`config.mk`:
```
export PLATFORM = sky130hd
export DESIGN_NAME = pingpong_dma_chan
export DESIGN_NICKNAME = d
export VERILOG_FILES = /design/src/rtl/ppdma_pkg.sv /design/src/rtl/ppdma_regfile.sv /design/src/rtl/ppdma_engine.sv /design/src/rtl/pingpong_dma_chan.sv
export SDC_FILE = /design/constraint.sdc
export NUM_CORES = 1
export LEC_CHECK = 0
export CAP_MARGIN = 30
export CELL_PAD_IN_SITES_DETAIL_PLACEMENT = 1
export CELL_PAD_IN_SITES_GLOBAL_PLACEMENT = 2
export CORE_MARGIN = 5
export CORE_UTILIZATION = 31
export DETAILED_ROUTE_END_ITERATION = 8
export PLACE_DENSITY_LB_ADDON = 0.3
export SYNTH_ARGS = -nofsm -noshare
export SYNTH_HDL_FRONTEND = slang
export SYNTH_SLANG_ARGS = --single-unit
```
`constraint.sdc`:
```
create_clock -name clk -period 2.1 [get_ports clk]
set_input_delay 0.21 -clock clk [delete_from_list [all_inputs] [get_ports clk]]
set_output_delay 0.21 -clock clk [all_outputs]
set_load 0.02 [all_outputs]
```
`src/rtl/ppdma_pkg.sv`:
```
package ppdma_pkg;
  localparam logic [1:0] REG_LADDR = 2'd0;
  localparam logic [1:0] REG_PADDR = 2'd1;
  localparam logic [1:0] REG_LEN   = 2'd2;

  typedef enum logic [1:0] {
    ST_IDLE  = 2'd0,
    ST_RUN   = 2'd1,
    ST_YIELD = 2'd2
  } eng_st_t;
endpackage

```
`src/rtl/ppdma_regfile.sv`:
```
module ppdma_regfile
  import ppdma_pkg::*;
#(
  parameter int AW = 32,
  parameter int DW = 32,
  parameter int CW = 16
) (
  input  logic                   clk,
  input  logic                   rst,
  input  logic                   wr_en,
  input  logic [2:0]             addr,
  input  logic [DW-1:0]          wdata,
  output logic [DW-1:0]          rdata,
  input  logic                   adv,
  input  logic                   clr,
  input  logic                   eng_set,
  output logic [1:0][AW-1:0]     laddr_o,
  output logic [1:0][AW-1:0]     paddr_o,
  output logic [1:0][CW-1:0]     cnt_o,
  output logic [1:0]             en_o
);
  localparam int EN_BIT = DW - 1;
  localparam logic [AW-1:0] STEP = AW'(4);
  localparam logic [AW-1:0] ALIGN_MASK = ~AW'(3);

  for (genvar g = 0; g < 2; g++) begin : g_set
    logic [AW-1:0] la, pa;
    logic [CW-1:0] cnt;
    logic          en;
    logic          hit, mine;

    assign hit  = wr_en && (addr[2] == 1'(g));
    assign mine = (eng_set == 1'(g));

    always_ff @(posedge clk) begin
      if (rst) begin
        la  <= '0;
        pa  <= '0;
        cnt <= '0;
        en  <= 1'b0;
      end else begin
        if (hit && addr[1:0] == REG_LADDR) la <= wdata[AW-1:0] & ALIGN_MASK;
        else if (adv && mine)              la <= la + STEP;

        if (hit && addr[1:0] == REG_PADDR) pa <= wdata[AW-1:0] & ALIGN_MASK;
        else if (adv && mine)              pa <= pa + STEP;

        if (hit && addr[1:0] == REG_LEN) begin
          cnt <= wdata[CW-1:0];
          en  <= wdata[EN_BIT];
        end else begin
          if (adv && mine) cnt <= cnt - 1'b1;
          if (clr && mine) en  <= 1'b0;
        end
      end
    end

    assign laddr_o[g] = la;
    assign paddr_o[g] = pa;
    assign cnt_o[g]   = cnt;
    assign en_o[g]    = en;
  end

  logic [DW-1:0] rd_n;
  always_comb begin
    rd_n = '0;
    case (addr[1:0])
      REG_LADDR: rd_n = DW'(laddr_o[addr[2]]);
      REG_PADDR: rd_n = DW'(paddr_o[addr[2]]);
      REG_LEN: begin
        rd_n[CW-1:0] = cnt_o[addr[2]];
        rd_n[EN_BIT] = en_o[addr[2]];
      end
      default: rd_n = '0;
    endcase
  end

  always_ff @(posedge clk) begin
    if (rst) rdata <= '0;
    else     rdata <= rd_n;
  end


  step_chk: assert property (@(posedge clk) disable iff (rst)
    (adv && !wr_en) |=> laddr_o[$past(eng_set)] == $past(laddr_o[eng_set]) + STEP);


  arm_clear_chk: assert property (@(posedge clk) disable iff (rst)
    (clr && !wr_en) |=> !en_o[$past(eng_set)]);
endmodule

```
`src/rtl/ppdma_engine.sv`:
```
module ppdma_engine
  import ppdma_pkg::*;
#(
  parameter int CW = 16
) (
  input  logic       clk,
  input  logic       rst,
  input  logic [1:0] en_i,
  input  logic [1:0] cnt_zero_i,
  input  logic       q_ready,
  input  logic       slv_req,
  output logic       q_valid,
  output logic       slv_retry,
  output logic       adv,
  output logic       clr,
  output logic       act,
  output logic       busy,
  output logic       done
);
  eng_st_t st;
  logic    pend, own, cur_zero, accept, pend_n;

  assign own       = (st == ST_RUN);
  assign cur_zero  = cnt_zero_i[act];
  assign q_valid   = own && !cur_zero;
  assign accept    = q_valid && q_ready;
  assign slv_retry = slv_req && own;
  assign pend_n    = pend || slv_retry;
  assign adv       = accept;
  assign clr       = own && cur_zero;
  assign busy      = (st != ST_IDLE);

  always_ff @(posedge clk) begin
    if (rst) begin
      st   <= ST_IDLE;
      act  <= 1'b0;
      pend <= 1'b0;
      done <= 1'b0;
    end else begin
      done <= clr;
      if (st != ST_RUN)  pend <= 1'b0;
      else if (slv_retry) pend <= 1'b1;

      case (st)
        ST_IDLE: begin
          if (en_i[0]) begin
            act <= 1'b0;
            st  <= ST_RUN;
          end else if (en_i[1]) begin
            act <= 1'b1;
            st  <= ST_RUN;
          end
        end
        ST_RUN: begin
          if (clr) begin
            if (en_i[!act]) begin
              act <= !act;
              st  <= pend_n ? ST_YIELD : ST_RUN;
            end else begin
              st <= ST_IDLE;
            end
          end else if (accept && pend_n) begin
            st <= ST_YIELD;
          end
        end
        ST_YIELD: if (!slv_req) st <= ST_RUN;
        default: st <= ST_IDLE;
      endcase
    end
  end


  pend_yields_chk: assert property (@(posedge clk) disable iff (rst)
    (accept && pend) |=> !q_valid && !slv_retry);


  done_idle_chk: assert property (@(posedge clk) disable iff (rst)
    (clr && !en_i[!act]) |=> !busy);
endmodule

```
`src/rtl/pingpong_dma_chan.sv`:
```
module pingpong_dma_chan
  import ppdma_pkg::*;
#(
  parameter int AW = 32,
  parameter int DW = 32,
  parameter int CW = 16
) (
  input  logic          clk,
  input  logic          rst,
  input  logic          cfg_we,
  input  logic [2:0]    cfg_addr,
  input  logic [DW-1:0] cfg_wdata,
  output logic [DW-1:0] cfg_rdata,
  output logic          q_valid,
  input  logic          q_ready,
  output logic [AW-1:0] q_laddr,
  output logic [AW-1:0] q_paddr,
  input  logic          slv_req,
  output logic          slv_retry,
  output logic          busy,
  output logic          act_set,
  output logic          done
);
  logic [1:0][AW-1:0] laddr, paddr;
  logic [1:0][CW-1:0] cnt;
  logic [1:0]         en, cnt_zero;
  logic               adv, clr, act;

  for (genvar g = 0; g < 2; g++) begin : g_zero
    assign cnt_zero[g] = (cnt[g] == '0);
  end

  ppdma_regfile #(.AW(AW), .DW(DW), .CW(CW)) u_regs (
    .clk(clk), .rst(rst), .wr_en(cfg_we), .addr(cfg_addr), .wdata(cfg_wdata),
    .rdata(cfg_rdata), .adv(adv), .clr(clr), .eng_set(act),
    .laddr_o(laddr), .paddr_o(paddr), .cnt_o(cnt), .en_o(en)
  );

  ppdma_engine #(.CW(CW)) u_eng (
    .clk(clk), .rst(rst), .en_i(en), .cnt_zero_i(cnt_zero), .q_ready(q_ready),
    .slv_req(slv_req), .q_valid(q_valid), .slv_retry(slv_retry), .adv(adv),
    .clr(clr), .act(act), .busy(busy), .done(done)
  );

  assign act_set = act;
  assign q_laddr = laddr[act];
  assign q_paddr = paddr[act];


  stall_hold_chk: assert property (@(posedge clk) disable iff (rst)
    (q_valid && !q_ready && !cfg_we) |=> q_valid && $stable(q_laddr) && $stable(q_paddr));
endmodule

```
After elaboration in Yosys (flattened, before gate mapping)
Index checks and enable logic that the tools add are counted.
- register bits after elaboration: 199
- input bits: 40
- output and inout bits: 101
- word-level logic and storage cells: 127
- $add $sub $neg: 6
- magnitude comparators: 3
- equality and inequality tests: 10
- multiplexer cells: 48
- bitwise operators: 2
- reduce and logical (&&, ||, !) cells: 41
- operators with widths (cell ; count):
    2-to-1 mux 32 bit ; 16
    adder 32 x 3 -> 32 bit (second input constant) ; 4
    2-to-1 mux 16 bit ; 6
    case mux 16 bit (3 select lines) ; 1
    logical NOT 16 bit ; 2
    subtractor 16 x 1 -> 16 bit (second input constant) ; 2
    case mux 15 bit (2 select lines) ; 1
    nonzero test 2 bit ; 10
    logical AND 1 bit ; 17
    2-to-1 mux 1 bit ; 14
    2-to-1 mux 2 bit ; 7
    OR reduction 2 bit ; 5
    < comparator 1 x 2 -> 1 bit (second input constant) ; 3
    != test 2 bit (second input constant) ; 3
    != test 3 bit (second input constant) ; 2
    case mux 2 bit (3 select lines) ; 1
    equality test 2 x 1 -> 1 bit (second input constant) ; 2
    equality test 2 bit (second input constant) ; 2
    logical NOT 2 bit ; 2
    AND reduction 4 bit ; 1
    case mux 1 bit (3 select lines) ; 1
    AND reduction 3 bit ; 1
    logical NOT 1 bit ; 2
    != test 2 x 1 -> 1 bit (second input constant) ; 1
    other kinds (3) ; 4

Logic depth before layout (Yosys ltp)
- depth in word-level cells: 10
- mapped depth: 9

Cells and area by module
From an unflattened synthesis, not the netlist that was laid out.
- cell total of the unflattened synthesis: 1355
- area total of the unflattened synthesis: 11826.3 µm²
- by module, submodules not included (module ; times used ; cells an instance ; area an instance (µm²) ; sequential area each (µm²)):
    ppdma_regfile ; 1 ; 1239 ; 10373.7 ; 3723.6
    pingpong_dma_chan ; 1 ; 81 ; 1144.8 ; 0.0
    ppdma_engine ; 1 ; 35 ; 307.8 ; 100.1

Worst setup path before layout
Ideal clock, no wire load.
- path type: flip-flop to flip-flop
- start point: reg u_eng.act
- end point: reg u_regs.g_set[1].cnt[5]
- library setup time: 91 ps
- arrival: 2283 ps
- data required time: 2009 ps
- setup slack: -274 ps
- stages on the path, launching flop included: 8
- path buffers: 3
- cell sequence: dfxtp_1 -> buf_2 -> and4b_1 -> buf_2 -> o21ai_0 -> clkbuf_1 -> or4b_2 -> a311oi_1
- cells in the longest elaborated chain, start to end: 7
- ends and longest elaborated chain (item ; RTL line ; RTL):
    from (decl) ; ppdma_engine.sv:16 ; output logic act,
    from (signal assigned) ; ppdma_engine.sv:57 ; act <= !act;
    2-to-1 mux 1 bit (implied by the code) (2 in a row) ; ppdma_engine.sv:24 ; assign cur_zero = cnt_zero_i[act];
    logical NOT 1 bit ; ppdma_engine.sv:25 ; assign q_valid = own && !cur_zero;
    logical AND 1 bit ; ppdma_engine.sv:25 ;
    logical AND 1 bit ; ppdma_engine.sv:26 ; assign accept = q_valid && q_ready;
    logical AND 1 bit (*) ; ppdma_regfile.sv:52 ; if (adv && mine) cnt <= cnt - 1'b1;
    nonzero test 2 bit (no source line) (*) ; -- ;
    to (signal assigned) ; ppdma_regfile.sv:49 ; cnt <= wdata[CW-1:0];
    to (signal assigned) ; ppdma_regfile.sv:52 ;
    to (decl) ; ppdma_regfile.sv:28 ; logic [CW-1:0] cnt;
Mark *: on every way between the ends. The rest lies on a longest branch, timed or not. The select of a mux whose other input is x is not followed.
A chain may end at the register's enable or synchronous reset.

Worst setup path in the final report
- start point: reg u_regs.g_set[0].pa[13]
- end point: reg u_regs.g_set[0].pa[28]
- cells in the longest elaborated chain, start to end: 3
- ends and longest elaborated chain (item ; RTL line ; RTL):
    from (decl) ; ppdma_regfile.sv:27 ; logic [AW-1:0] la, pa;
    from (signal assigned) ; ppdma_regfile.sv:45 ; if (hit && addr[1:0] == REG_PADDR) pa <= wdata[AW-1:0] & ALIGN_MASK;
    from (signal assigned) ; ppdma_regfile.sv:46 ; else if (adv && mine) pa <= pa + STEP;
    adder 32 x 3 -> 32 bit ; ppdma_regfile.sv:46 ;
    2-to-1 mux 32 bit ; ppdma_regfile.sv:46 ;
    2-to-1 mux 32 bit ; ppdma_regfile.sv:45 ;
No other way between the ends. The select of a mux whose other input is x is not followed.

==> qor.yml <==
setup_path:
  worstSetupPathType: "register to register"
  cp_max_fo: 8
  crit_required_ns: 2.46
  crit_slowest_cell: "dfxtp_1"
  start_kind: "register"
  cp_cell_sequence: "nand4_1 -> nor3_2 -> o211ai_1 -> buf_4 -> buf_16 -> or4_4 -> a311oi_2"
  crit_arrival_ns: 2.68
  cp-end-kind: "register"
  reg2reg_depth: 7
  slowest_delay_ns: 0.45
timing:
  relSlewSlack_pct: 49.61
  rsz0062_at_grt: "true"
  layout_setup_ws_ns: -0.2191
  clock-skew-final_ns: 0.01371
  worst-slew-pin-transition_ns: 0.7559
  slew_violations: 0
  setup_tns_ns: -8.207
  period_share_pct: 110.4
  period_minus_slack_ns: 2.319
  hold_viol_final: 0
  fmaxAchievable_mhz: 431.2
  setup_violations: 112
clock_tree:
  insertion_delay_ns: 0.47
  h-tree-depth: 4
  clockBufferDepth: 2
  holdBufCountCts: 0
  cts_tree: "yes"
  clock-root-buffer: "clkbuf_16"
  clk_pin_slew_worst_paths_ns: 0.08
  clock-sinks: 191
  cts_inserted_buffers: 17
synthesis:
  yosysSeqAreaShare_pct: 31.51
  async_flop_share_pct: 0
  synth_seq_cells: 191
  ys_types: 66
  synth_edf_count: 0
  avgSynthCellArea_um2: 8.137
  netlist_instances: 1491
  yosys_warnings: 0
  dominantRegCellSynth: "dfxtp_1"
  syn_area_um2: 12130
floorplanning:
  dieWidth_um: 207.8
  die-area_um2: 43200
  io_pins: 141
  core_area_um2: 38650
  rows: 72
  initial_core_util_pct: 31.39
  die_h_um: 207.8
global_routing:
  grt.total_usage_pct: 29.24
  grt_max_degree: 50
  grt_pass1_wl_mm: 97.48
  globalRoute.totalOverflow: 0
  grt_pass1_vias: 15115
  grt_antenna_before_repair: 2
pwr:
  power.internal_mw: 7.430
  pwr-share-comb_pct: 29.3
  vdd_ir_drop_max_mv: 0.6266
  switchingPower_mw: 3.502
  p_leak_nw: 7.344
  p_per_area_nw_per_um2: 546.0
  p_total_mw: 10.93
  power_frac_seq_pct: 35.4
  p_clk_share_pct: 35.3
  swShare_pct: 32.03
hold_path:
  hold_depth: 2
  hold_path.class: "primary input to register"
finish:
  final_cells: 2471
  final_common_cell: "buf_4"
  finalNetCount: 1985
  drive_gt1_share_pct: 42.16
  area_growth_pct: 65.04
  layout_common_cells: "buf_4 (311), nor2_1 (195), dfxtp_1 (173)"
  num-fill-cells: 4350
placement:
  dp_hpwl_mm: 46.48
  io_buffers: 136
  gp_congestion: 0.8998
  placed_cells: 2346
status:
  status: "finished, violations left"
  violations: "negative setup slack"
routing:
  vias_per_cell: 6.154
  antenna_left: 0
  wl_mm: 69.42
  dr.pass1.iters: 5
  wl_per_cell_um: 28.10
  vias: 15207
  route.detailed.drc: 0
  first_iter_violations: 1353
flow_run:
  cap_violations: 0
[what timing repair did]
action                                  4_1_cts  5_1_grt
cloned                                       12        5
pin swaps                                   104      152
resized for setup                           491      290
setup buffers                                51       53
endpoints found under the setup margin      191      154
[final timing paths]
kind	startpoint	endpoint	slack, ns
max	u_regs.g_set[0].pa[13]	u_regs.g_set[0].pa[28]	-0.22
max reg2reg	u_regs.g_set[0].pa[13]	u_regs.g_set[0].pa[28]	-0.22
min	rst	u_regs.g_set[0].cnt[14]	0.16
min reg2reg	u_eng.pend	u_eng.pend	0.50
[worst max-delay path, delay by kind of cell, from the launching register on]
kind,cells,cell delay [ns]
and+or+nand+nor,3,0.95
DFF,1,0.45
AOI/OAI and AO/OA,2,0.45
buffers and inverters,2,0.35
[logic make-up after synthesis]
group           share of synthesized area (%)
flops                                   31.51
simple gates                            25.72
other cells                           0.03091
mux                                     10.79
fa+ha+maj                              0.6187
xor+xnor                                3.754
buf+inv                                 5.063
compound gates                          22.51
[registers in the layout, summed over array words and instances (netlist names)]
| signal | count |
|---|---|
| u_eng.pend | 1 |
| u_regs.g_set.en | 2 |
| u_regs.rdata | 32 |
| u_eng.st | 2 |
| u_eng.act | 1 |
| u_regs.g_set.pa | 60 |
| u_regs.g_set.la | 60 |
| u_eng.done | 1 |
| u_regs.g_set.cnt | 32 |
[cell usage after synthesis (6+ instances only)]
cell type  instances  area (um2)
a21oi_1           29       145.1
buf_1             11       41.29
o31ai_1           28       210.2
a2111oi_0         33       289.0
and4_1            29       254.0
ha_1               6       75.07
clkbuf_1          94       352.8
nor4_1            25       156.4
nand3_1           51       255.2
and3_1            25       156.4
o22ai_1            9       56.30
nand4_1           33       206.5
nand2b_1          15       93.84
or4_1             30       225.2
inv_1             23       86.33
xnor2_1           42       367.9
o22a_1             7       61.31
and2_1            16       100.1
or3_1             34       212.7
a311oi_1          69       604.3
mux2i_1           70       700.7
xor2_1            10       87.58
nand2_1           75       281.5
dfxtp_1          191        3824
a211oi_1         107       803.3
or2_2              7       43.79
buf_2             17       85.08
o21ai_0           48       240.2
nor2_1           199       747.0
mux2_2            54       608.1
nor3_1            31       155.2
[metrics by stage]
stage / hold WS, ns / setup WS, ns / area, um2 / util, %
after floorplan: 0.3186 / -0.1697 / 12220 / -
after global placement: 0.4719 / -0.5611 / 16390 / 42.42
after detailed placement: 0.4880 / -0.4942 / 16390 / 42.42
after CTS: 0.1418 / -0.2123 / 18370 / 47.53
after global routing: 0.1807 / -0.2566 / 20020 / 51.81
final: 0.1645 / -0.2191 / 20020 / 51.81
[power by group through the flow]
stage / Combinational [mW] / Clock, mW / Sequential (mW)
floorplan: 0.890 / 0 / 3.96
global placement: 2.11 / 0 / 3.93
detailed placement: 2.13 / 0 / 3.94
CTS: 2.60 / 3.88 / 3.86
global route: 3.30 / 4.03 / 3.88
finish: 3.20 / 3.86 / 3.87
[routing by layer]
layer | track usage, % | wire (um) | vias to the layer above
met3 | 5.879 | 5281 | 154
met2 | 46.33 | 31800 | 641
met1 | 39.42 | 29460 | 7818
li1 | - | - | 6594
met5 | 0 | 0 | -
met4 | 10.94 | 2886 | 0
[area by class of cell]
cell class / instances / area [um2] / area share (%)
timing repair buffer: 552 / 5358 / 26.76
clock buffer: 19 / 452.9 / 2.262
multi-input combinational: 1154 / 9409 / 46.99
inverter: 23 / 86.33 / 0.4311
sequential: 191 / 3856 / 19.26
antenna: 1 / 2.502 / 0.01250
tap: 518 / 648.1 / 3.237
clock inverter: 13 / 211.5 / 1.056
(Power assumes the default switching activity.)
